==> src/rtl/wprot_pkg.sv <==
// Shared constants for the write-protection controller.
// Assumes an 8-bit data path, because the latch arm/disarm codes are full bytes.
package wprot_pkg;
    localparam int ADDR_W = 8;
    localparam int DATA_W = 8;
    localparam int PAGE_W = 4;
    localparam int REG_W  = 3;

    typedef enum logic [REG_W-1:0] {
        RG_LATCH = 3'd0,
        RG_CFG1  = 3'd1,
        RG_CFG2  = 3'd2,
        RG_CFG3  = 3'd3,
        RG_CFG4  = 3'd4,
        RG_FAULT = 3'd5,
        RG_RSTAT = 3'd6,
        RG_NONE  = 3'd7
    } reg_id_e;

    localparam logic [7:0] LATCH_ARM    = 8'h80;
    localparam logic [7:0] LATCH_DISARM = 8'h00;
    localparam int         LOCK_EN_BIT  = 7;
endpackage

==> src/rtl/wprot_addr_seq.sv <==
// Address sequencer: selects the byte address for the current operation.
// It loads the start address on a command's first byte. After an array write
// byte it steps within the page; after an array read byte it steps linearly
// across the whole array. Register bytes keep the address unchanged.
module wprot_addr_seq #(
    parameter int AW = 8,
    parameter int PW = 4
) (
    input  logic          clk,
    input  logic          rst_n,
    input  logic          step_i,
    input  logic          first_i,
    input  logic          write_i,
    input  logic          array_i,
    input  logic [AW-1:0] addr_i,
    output logic [AW-1:0] cur_o
);
    logic [AW-1:0] ptr_q;
    logic [AW-1:0] nxt;

    // Address in use this cycle
    assign cur_o = first_i ? addr_i : ptr_q;

    // Successor address for the active mode
    always_comb begin
        nxt = cur_o;
        if (array_i && write_i)
            nxt = {cur_o[AW-1:PW], cur_o[PW-1:0] + {{(PW-1){1'b0}}, 1'b1}};
        else if (array_i)
            nxt = cur_o + {{(AW-1){1'b0}}, 1'b1};
    end

    // Pointer register
    always_ff @(posedge clk) begin
        if (!rst_n)      ptr_q <= '0;
        else if (step_i) ptr_q <= nxt;
    end
endmodule

==> src/rtl/wprot_policy.sv <==
// Protection policy: a purely combinational verdict for one write byte.
// It assumes the latch, protect field and lock-enable values reflect all
// bytes committed before this one.
module wprot_policy
    import wprot_pkg::*;
#(
    parameter int AW = 8,
    parameter int DW = 8
) (
    input  logic          first_i,
    input  logic          array_i,
    input  logic [AW-1:0] addr_i,
    input  logic [DW-1:0] data_i,
    input  logic          latch_i,
    input  logic [1:0]    bp_i,
    input  logic          lock_en_i,
    input  logic          pin_i,
    output logic          accept_o,
    output logic          arm_o,
    output logic          disarm_o,
    output logic          hw_lock_o
);
    logic    fenced;
    reg_id_e rid;

    assign hw_lock_o = pin_i & lock_en_i;
    assign rid       = reg_id_e'(addr_i[REG_W-1:0]);

    // Block-protect decode: top quarter, top half or everything
    always_comb begin
        unique case (bp_i)
            2'd0:    fenced = 1'b0;
            2'd1:    fenced = &addr_i[AW-1 -: 2];
            2'd2:    fenced = addr_i[AW-1];
            default: fenced = 1'b1;
        endcase
    end

    // Verdict and latch control
    always_comb begin
        accept_o = 1'b0;
        arm_o    = 1'b0;
        disarm_o = 1'b0;
        if (array_i) begin
            accept_o = latch_i & ~fenced;
        end else if (first_i) begin
            unique case (rid)
                RG_LATCH: begin
                    arm_o    = (data_i == LATCH_ARM);
                    disarm_o = (data_i == LATCH_DISARM);
                    accept_o = arm_o | disarm_o;
                end
                RG_CFG1, RG_CFG2, RG_CFG3, RG_CFG4: accept_o = latch_i & ~hw_lock_o;
                RG_FAULT, RG_RSTAT:                 accept_o = 1'b1;
                default:                            accept_o = 1'b0;
            endcase
        end
    end
endmodule

==> src/rtl/wprot_store.sv <==
// Storage model: the arm latch, registers 1..6 and the byte array,
// with a registered read port. The nonvolatile cells are modelled as
// flops that clear on reset.
module wprot_store
    import wprot_pkg::*;
#(
    parameter int AW = 8,
    parameter int DW = 8
) (
    input  logic          clk,
    input  logic          rst_n,
    input  logic          wr_en_i,
    input  logic          arm_i,
    input  logic          disarm_i,
    input  logic          rd_en_i,
    input  logic          array_i,
    input  logic [AW-1:0] addr_i,
    input  logic [DW-1:0] data_i,
    output logic          latch_o,
    output logic [1:0]    bp_o,
    output logic          lock_en_o,
    output logic          rd_valid_o,
    output logic [DW-1:0] rd_data_o
);
    localparam int DEPTH = 2 ** AW;
    localparam int NREG  = 2 ** REG_W;

    logic [DW-1:0] mem_q  [DEPTH];
    logic [DW-1:0] regs_q [NREG];
    logic          latch_q;
    logic [DW-1:0] reg_view;
    logic [REG_W-1:0] rid;

    assign rid       = addr_i[REG_W-1:0];
    assign latch_o   = latch_q;
    assign bp_o      = regs_q[RG_CFG1][1:0];
    assign lock_en_o = regs_q[RG_CFG1][LOCK_EN_BIT];

    // Volatile arm latch
    always_ff @(posedge clk) begin
        if (!rst_n)                   latch_q <= 1'b0;
        else if (wr_en_i && arm_i)    latch_q <= 1'b1;
        else if (wr_en_i && disarm_i) latch_q <= 1'b0;
    end

    // Array cells
    always_ff @(posedge clk) begin
        if (!rst_n) begin
            for (int i = 0; i < DEPTH; i++) mem_q[i] <= '0;
        end else if (wr_en_i && array_i) begin
            mem_q[addr_i] <= data_i;
        end
    end

    // Register cells (0 is the latch and 7 is unmapped, so neither is stored)
    always_ff @(posedge clk) begin
        if (!rst_n) begin
            for (int i = 0; i < NREG; i++) regs_q[i] <= '0;
        end else if (wr_en_i && !array_i && rid != RG_LATCH && rid != RG_NONE) begin
            regs_q[rid] <= data_i;
        end
    end

    // Register read view
    always_comb begin
        if (rid == RG_LATCH)     reg_view = {latch_q, {(DW-1){1'b0}}};
        else if (rid == RG_NONE) reg_view = '0;
        else                     reg_view = regs_q[rid];
    end

    // Registered read port
    always_ff @(posedge clk) begin
        if (!rst_n) begin
            rd_valid_o <= 1'b0;
            rd_data_o  <= '0;
        end else begin
            rd_valid_o <= rd_en_i;
            if (rd_en_i) rd_data_o <= array_i ? mem_q[addr_i] : reg_view;
        end
    end
endmodule

==> src/rtl/wprot_ctrl.sv <==
// Write-protection controller top. It takes one byte operation per clock
// from a command decoder and reports a commit or drop verdict for each
// write byte, and the data for each read byte, one clock later.
module wprot_ctrl
    import wprot_pkg::*;
#(
    parameter int AW = ADDR_W,
    parameter int DW = DATA_W,
    parameter int PW = PAGE_W
) (
    input  logic          clk,
    input  logic          rst_n,
    input  logic          wp_pin_i,
    input  logic          op_valid_i,
    input  logic          op_first_i,
    input  logic          op_write_i,
    input  logic          op_array_i,
    input  logic [AW-1:0] op_addr_i,
    input  logic [DW-1:0] op_data_i,
    output logic          commit_o,
    output logic          commit_array_o,
    output logic [AW-1:0] commit_addr_o,
    output logic [DW-1:0] commit_data_o,
    output logic          drop_o,
    output logic          rd_valid_o,
    output logic [DW-1:0] rd_data_o
);
    logic [AW-1:0] cur_addr;
    logic [AW-1:0] rep_addr;
    logic          accept, arm, disarm, hw_lock;
    logic          latch_q, lock_en;
    logic [1:0]    bp;
    logic          wr_byte, wr_en;

    assign wr_byte  = op_valid_i & op_write_i;
    assign wr_en    = wr_byte & accept;
    assign rep_addr = op_array_i ? cur_addr : {{(AW-REG_W){1'b0}}, cur_addr[REG_W-1:0]};

    wprot_addr_seq #(.AW(AW), .PW(PW)) i_seq (
        .clk(clk), .rst_n(rst_n), .step_i(op_valid_i), .first_i(op_first_i),
        .write_i(op_write_i), .array_i(op_array_i), .addr_i(op_addr_i),
        .cur_o(cur_addr)
    );

    wprot_policy #(.AW(AW), .DW(DW)) i_pol (
        .first_i(op_first_i), .array_i(op_array_i), .addr_i(cur_addr),
        .data_i(op_data_i), .latch_i(latch_q), .bp_i(bp), .lock_en_i(lock_en),
        .pin_i(wp_pin_i), .accept_o(accept), .arm_o(arm), .disarm_o(disarm),
        .hw_lock_o(hw_lock)
    );

    wprot_store #(.AW(AW), .DW(DW)) i_store (
        .clk(clk), .rst_n(rst_n), .wr_en_i(wr_en), .arm_i(arm), .disarm_i(disarm),
        .rd_en_i(op_valid_i & ~op_write_i), .array_i(op_array_i), .addr_i(cur_addr),
        .data_i(op_data_i), .latch_o(latch_q), .bp_o(bp), .lock_en_o(lock_en),
        .rd_valid_o(rd_valid_o), .rd_data_o(rd_data_o)
    );

    // Registered verdict for each write byte
    always_ff @(posedge clk) begin
        if (!rst_n) begin
            commit_o       <= 1'b0;
            drop_o         <= 1'b0;
            commit_array_o <= 1'b0;
            commit_addr_o  <= '0;
            commit_data_o  <= '0;
        end else begin
            commit_o       <= wr_en;
            drop_o         <= wr_byte & ~accept;
            commit_array_o <= op_array_i;
            commit_addr_o  <= rep_addr;
            commit_data_o  <= op_data_i;
        end
    end
endmodule

==> config.mk <==
export PLATFORM = sky130hd
export DESIGN_NAME = wprot_ctrl
export DESIGN_NICKNAME = d
export VERILOG_FILES = /design/src/rtl/wprot_pkg.sv /design/src/rtl/wprot_addr_seq.sv /design/src/rtl/wprot_policy.sv /design/src/rtl/wprot_store.sv /design/src/rtl/wprot_ctrl.sv
export SDC_FILE = /design/constraint.sdc
export NUM_CORES = 2
export LEC_CHECK = 0
export BUFFER_PORTS_ARGS = -buffer_cell sky130_fd_sc_hd__clkbuf_2
export CORE_ASPECT_RATIO = 0.5
export CORE_MARGIN = 5
export CORE_UTILIZATION = 35
export CTS_CLUSTER_SIZE = 24
export DETAILED_ROUTE_END_ITERATION = 8
export PLACE_DENSITY = 0.54
export RECOVER_POWER = 50
export SYNTH_ARGS = -nofsm -noshare
export SYNTH_HDL_FRONTEND = slang
export SYNTH_SLANG_ARGS = --single-unit
==> constraint.sdc <==
create_clock -name clk -period 10.8 [get_ports clk]
set_clock_uncertainty 0.05 [all_clocks]
set_input_delay 0.54 -clock clk [delete_from_list [all_inputs] [get_ports clk]]
set_output_delay 0.54 -clock clk [all_outputs]
set_load 0.01 [all_outputs]
==> run metrics <==
post-synthesis to final-layout area growth=10.9%; internal power=13900 uW; starting utilization of the core area=0.352; final layout net count=7702; post-CTS setup-driven buffer insertion count=0; antenna violation net count after detailed routing=0; highest net fanout along the worst path=48; Synth Register Bits=2149; final cell count without fillers=11500; quantity of hold-fixing buffers added after cts=0; Top-Level Pins=51; cts bufs inserted=212; number of clock sinks=2149; vertical die dimension=379 um; clock tree root buffer cell=clkbuf_16; outcome=finished with violations; antenna violations before repair=37; Site Rows=135; GRT Overall Usage=0.277; largest area contributor in the netlist=edfxtp_1; flop-to-flop setup slack=3.89 ns; data arrival time at the worst-slack endpoint=9.25 ns; vias after detailed routing=71000; power per unit of standard cell area=179 nW/um^2; part of the total power dissipated in the clock network=0.396; DIE WIDTH=748 um; synthesized area divided by synthesized cell count=11.9 um^2; total wire length after detailed routing=407 mm; maximum clock insertion buffer count=4; part of the power in combinational logic=0.101; total instance count after detailed placement=11100; critical path start-end classification=input port to flop; number of fill cells=25800; final period utilization=0.797; CTS tree=yes; portion of the post-synthesis area used by sequential elements=0.674; source-to-sink clock delay at the later pin of the worst-skew pair=0.88 ns; Port Buffer Count=50; violated checks=max-capacitance violations, max-slew violations; wire per inst=35.4 um; switching share of power=0.262; crit path max-delay cell type=clkbuf_1; layout cells sized above 1=0.0837; Setup Viol. Count Final=0; gate count after technology mapping=7977; origin of the worst min-delay path=op_data_i[3]; Worst Setup End Kind=flop; Remaining DRCs=0; total of warnings raised by yosys=0; overall power of the completed layout=18900 uW; Post-Route Utilization=0.390; Lkg Pwr=0.0355 uW; CP dominant cell by count=clkbuf_1; sequential standard cell area=64200 um^2; Final Max Slew Viols=1642; leading post-synthesis cells by instance count=edfxtp_1, nor2_1, clkbuf_1; path type of the worst min-delay path=input port to flop; Avg Vias per Cell=6.18; critical path launch point=op_first_i; Syn Nets=8005; grt total ovfl=0; Slew @ Worst Pin=3.64 ns; f_max=116 MHz; number of hold-slack violations in the final timing report=0; global-route wire length before repair=546 mm; series of cell instances along the critical path=clkbuf_2, clkbuf_1, mux2i_1, buf_4, and3_1, clkbuf_1, nand2_1, nor2_1; total net switching power=4940 uW; area taken by multi-input logic gates=27700 um^2; library cells used by synthesis=76; Worst EP required=11.45 ns; floorplan die area=283000 um^2; critical path startpoint category=input port; fraction of synthesized cell area taken by the top area cell type=0.666; RSZ-0062 raised after global routing=no; gp weighted congestion=0.980; part of the total power dissipated in sequential elements=0.503; HPWL after detailed placement=250 mm; most frequently used cell type in the post-synthesis netlist=edfxtp_1; startpoint of the worst register-to-register path=i_seq.ptr_q[3]; Slew HR=-1.43; Resize count post-CTS=0; Worst VDD drop=0.000126 V; via count of the first global-routing pass=64800; crit path time final=8.60 ns; Crit path largest cell delay=2.04 ns; Initial DRC Count=13200; clock-pin transition on the worst setup and hold timing paths=0.07 ns; mapped cell area=95200 um^2; Core ar.=271000 um^2; detailed-routing iteration count for the pre-antenna-repair pass=6; fraction of registers with async set or reset after synthesis=0; number of flops mapped to enable cells by yosys=2112; max-cap check violation count=81; H-tree Lvls=4; maximum number of pins on one net before global-route repair=145; top cells by area in the synthesized netlist=edfxtp_1, nor2_1, mux2i_1; summed negative setup slack over all endpoints=0 ns; most frequently used flop master after synthesis=edfxtp_1
==> area by class of cell <==
type                    instances  area share
inverters                      13    0.000675
clock buffers                 272      0.0543
repair buffers                370      0.0226
multi-input cells            4928       0.262
clock inverters               113     0.00933
diodes                         15    0.000355
well taps                    3630      0.0430
flip-flops and latches       2149       0.607
==> power by group through the flow <==
stage | sequential (uW) | clock (uW) | combinational [uW]
floorplan | 9630 | 0 | 905
global placement | 9670 | 0 | 1830
detailed placement | 9670 | 0 | 1830
CTS | 9500 | 7470 | 1840
global route | 9520 | 7810 | 1900
finish | 9500 | 7480 | 1910
==> registers in the layout, indices dropped and copies added, names as in the netlist <==
name	count
drop_o	1
i_store.regs_q	64
i_store.latch_o	1
i_store.rd_valid_o	1
i_store.mem_q	2048
commit_addr_o	8
commit_data_o	8
commit_array_o	1
i_seq.ptr_q	8
commit_o	1
i_store.rd_data_o	8
==> placed cells by master, fill, tap and decap left out, drive strengths merged, types with 20 or more instances in the layout <==
cell,n
clkinv,88
nor4,22
o21ai,490
nand3,23
and3,379
o221ai,20
and2,105
a221oi,351
dfxtp,37
a221o,50
a21oi,192
a22oi,21
nand2,653
mux2i,333
mux2,72
nand4,69
edfxtp,2112
a22o,47
nor2,1771
buf,211
nor3,23
clkbuf,431
o22ai,73
a2111oi,35
==> layer usage <==
layer,track usage,vias to the layer above,part of all wire
li1,-,28600,-
met1,0.373,36000,0.37
met2,0.399,5425,0.42
met3,0.0990,887,0.15
met4,0.127,8,0.055
met5,0.00476,-,0.0010
==> logic make-up (layout without fill, tap and decap cells) <==
kind of cell,count (synthesis),in the layout,share of synthesized area
adders and majority gates,5,5,0.000657
AOI/OAI and AO/OA,1403,1403,0.101
other,0,15,0
DFF,2149,2149,0.674
xor gates and xnor gates,5,5,0.000460
buffers and inverters,900,768,0.0386
muxes,413,413,0.0456
and+or+nand+nor,3102,3102,0.140
==> stage by stage <==
stage	area [um^2]	setup slack (ns)	hold slack, ns
2_1_floorplan	95200	6.03	0.432
3_3_place_gp	99500	4.43	0.483
6_report	106000	2.20	0.175
5_1_grt	106000	2.32	0.168
3_5_place_dp	99500	4.41	0.489
4_1_cts	106000	5.32	0.109
==> critical path, delay by kind of cell <==
family        cells  cell delay, ns
mux               1            1.67
buf+inv           4            4.32
simple gates      3            2.59
==> path summary, 6_finish.rpt <==
check / cells after the start / end
max: 8 / i_store.mem_q[147][5]
min: 3 / i_store.mem_q[13][3]
max reg2reg: 6 / i_store.mem_q[147][5]
min reg2reg: 2 / i_seq.ptr_q[7]
No activity file was read; power rests on OpenSTA's default activity.
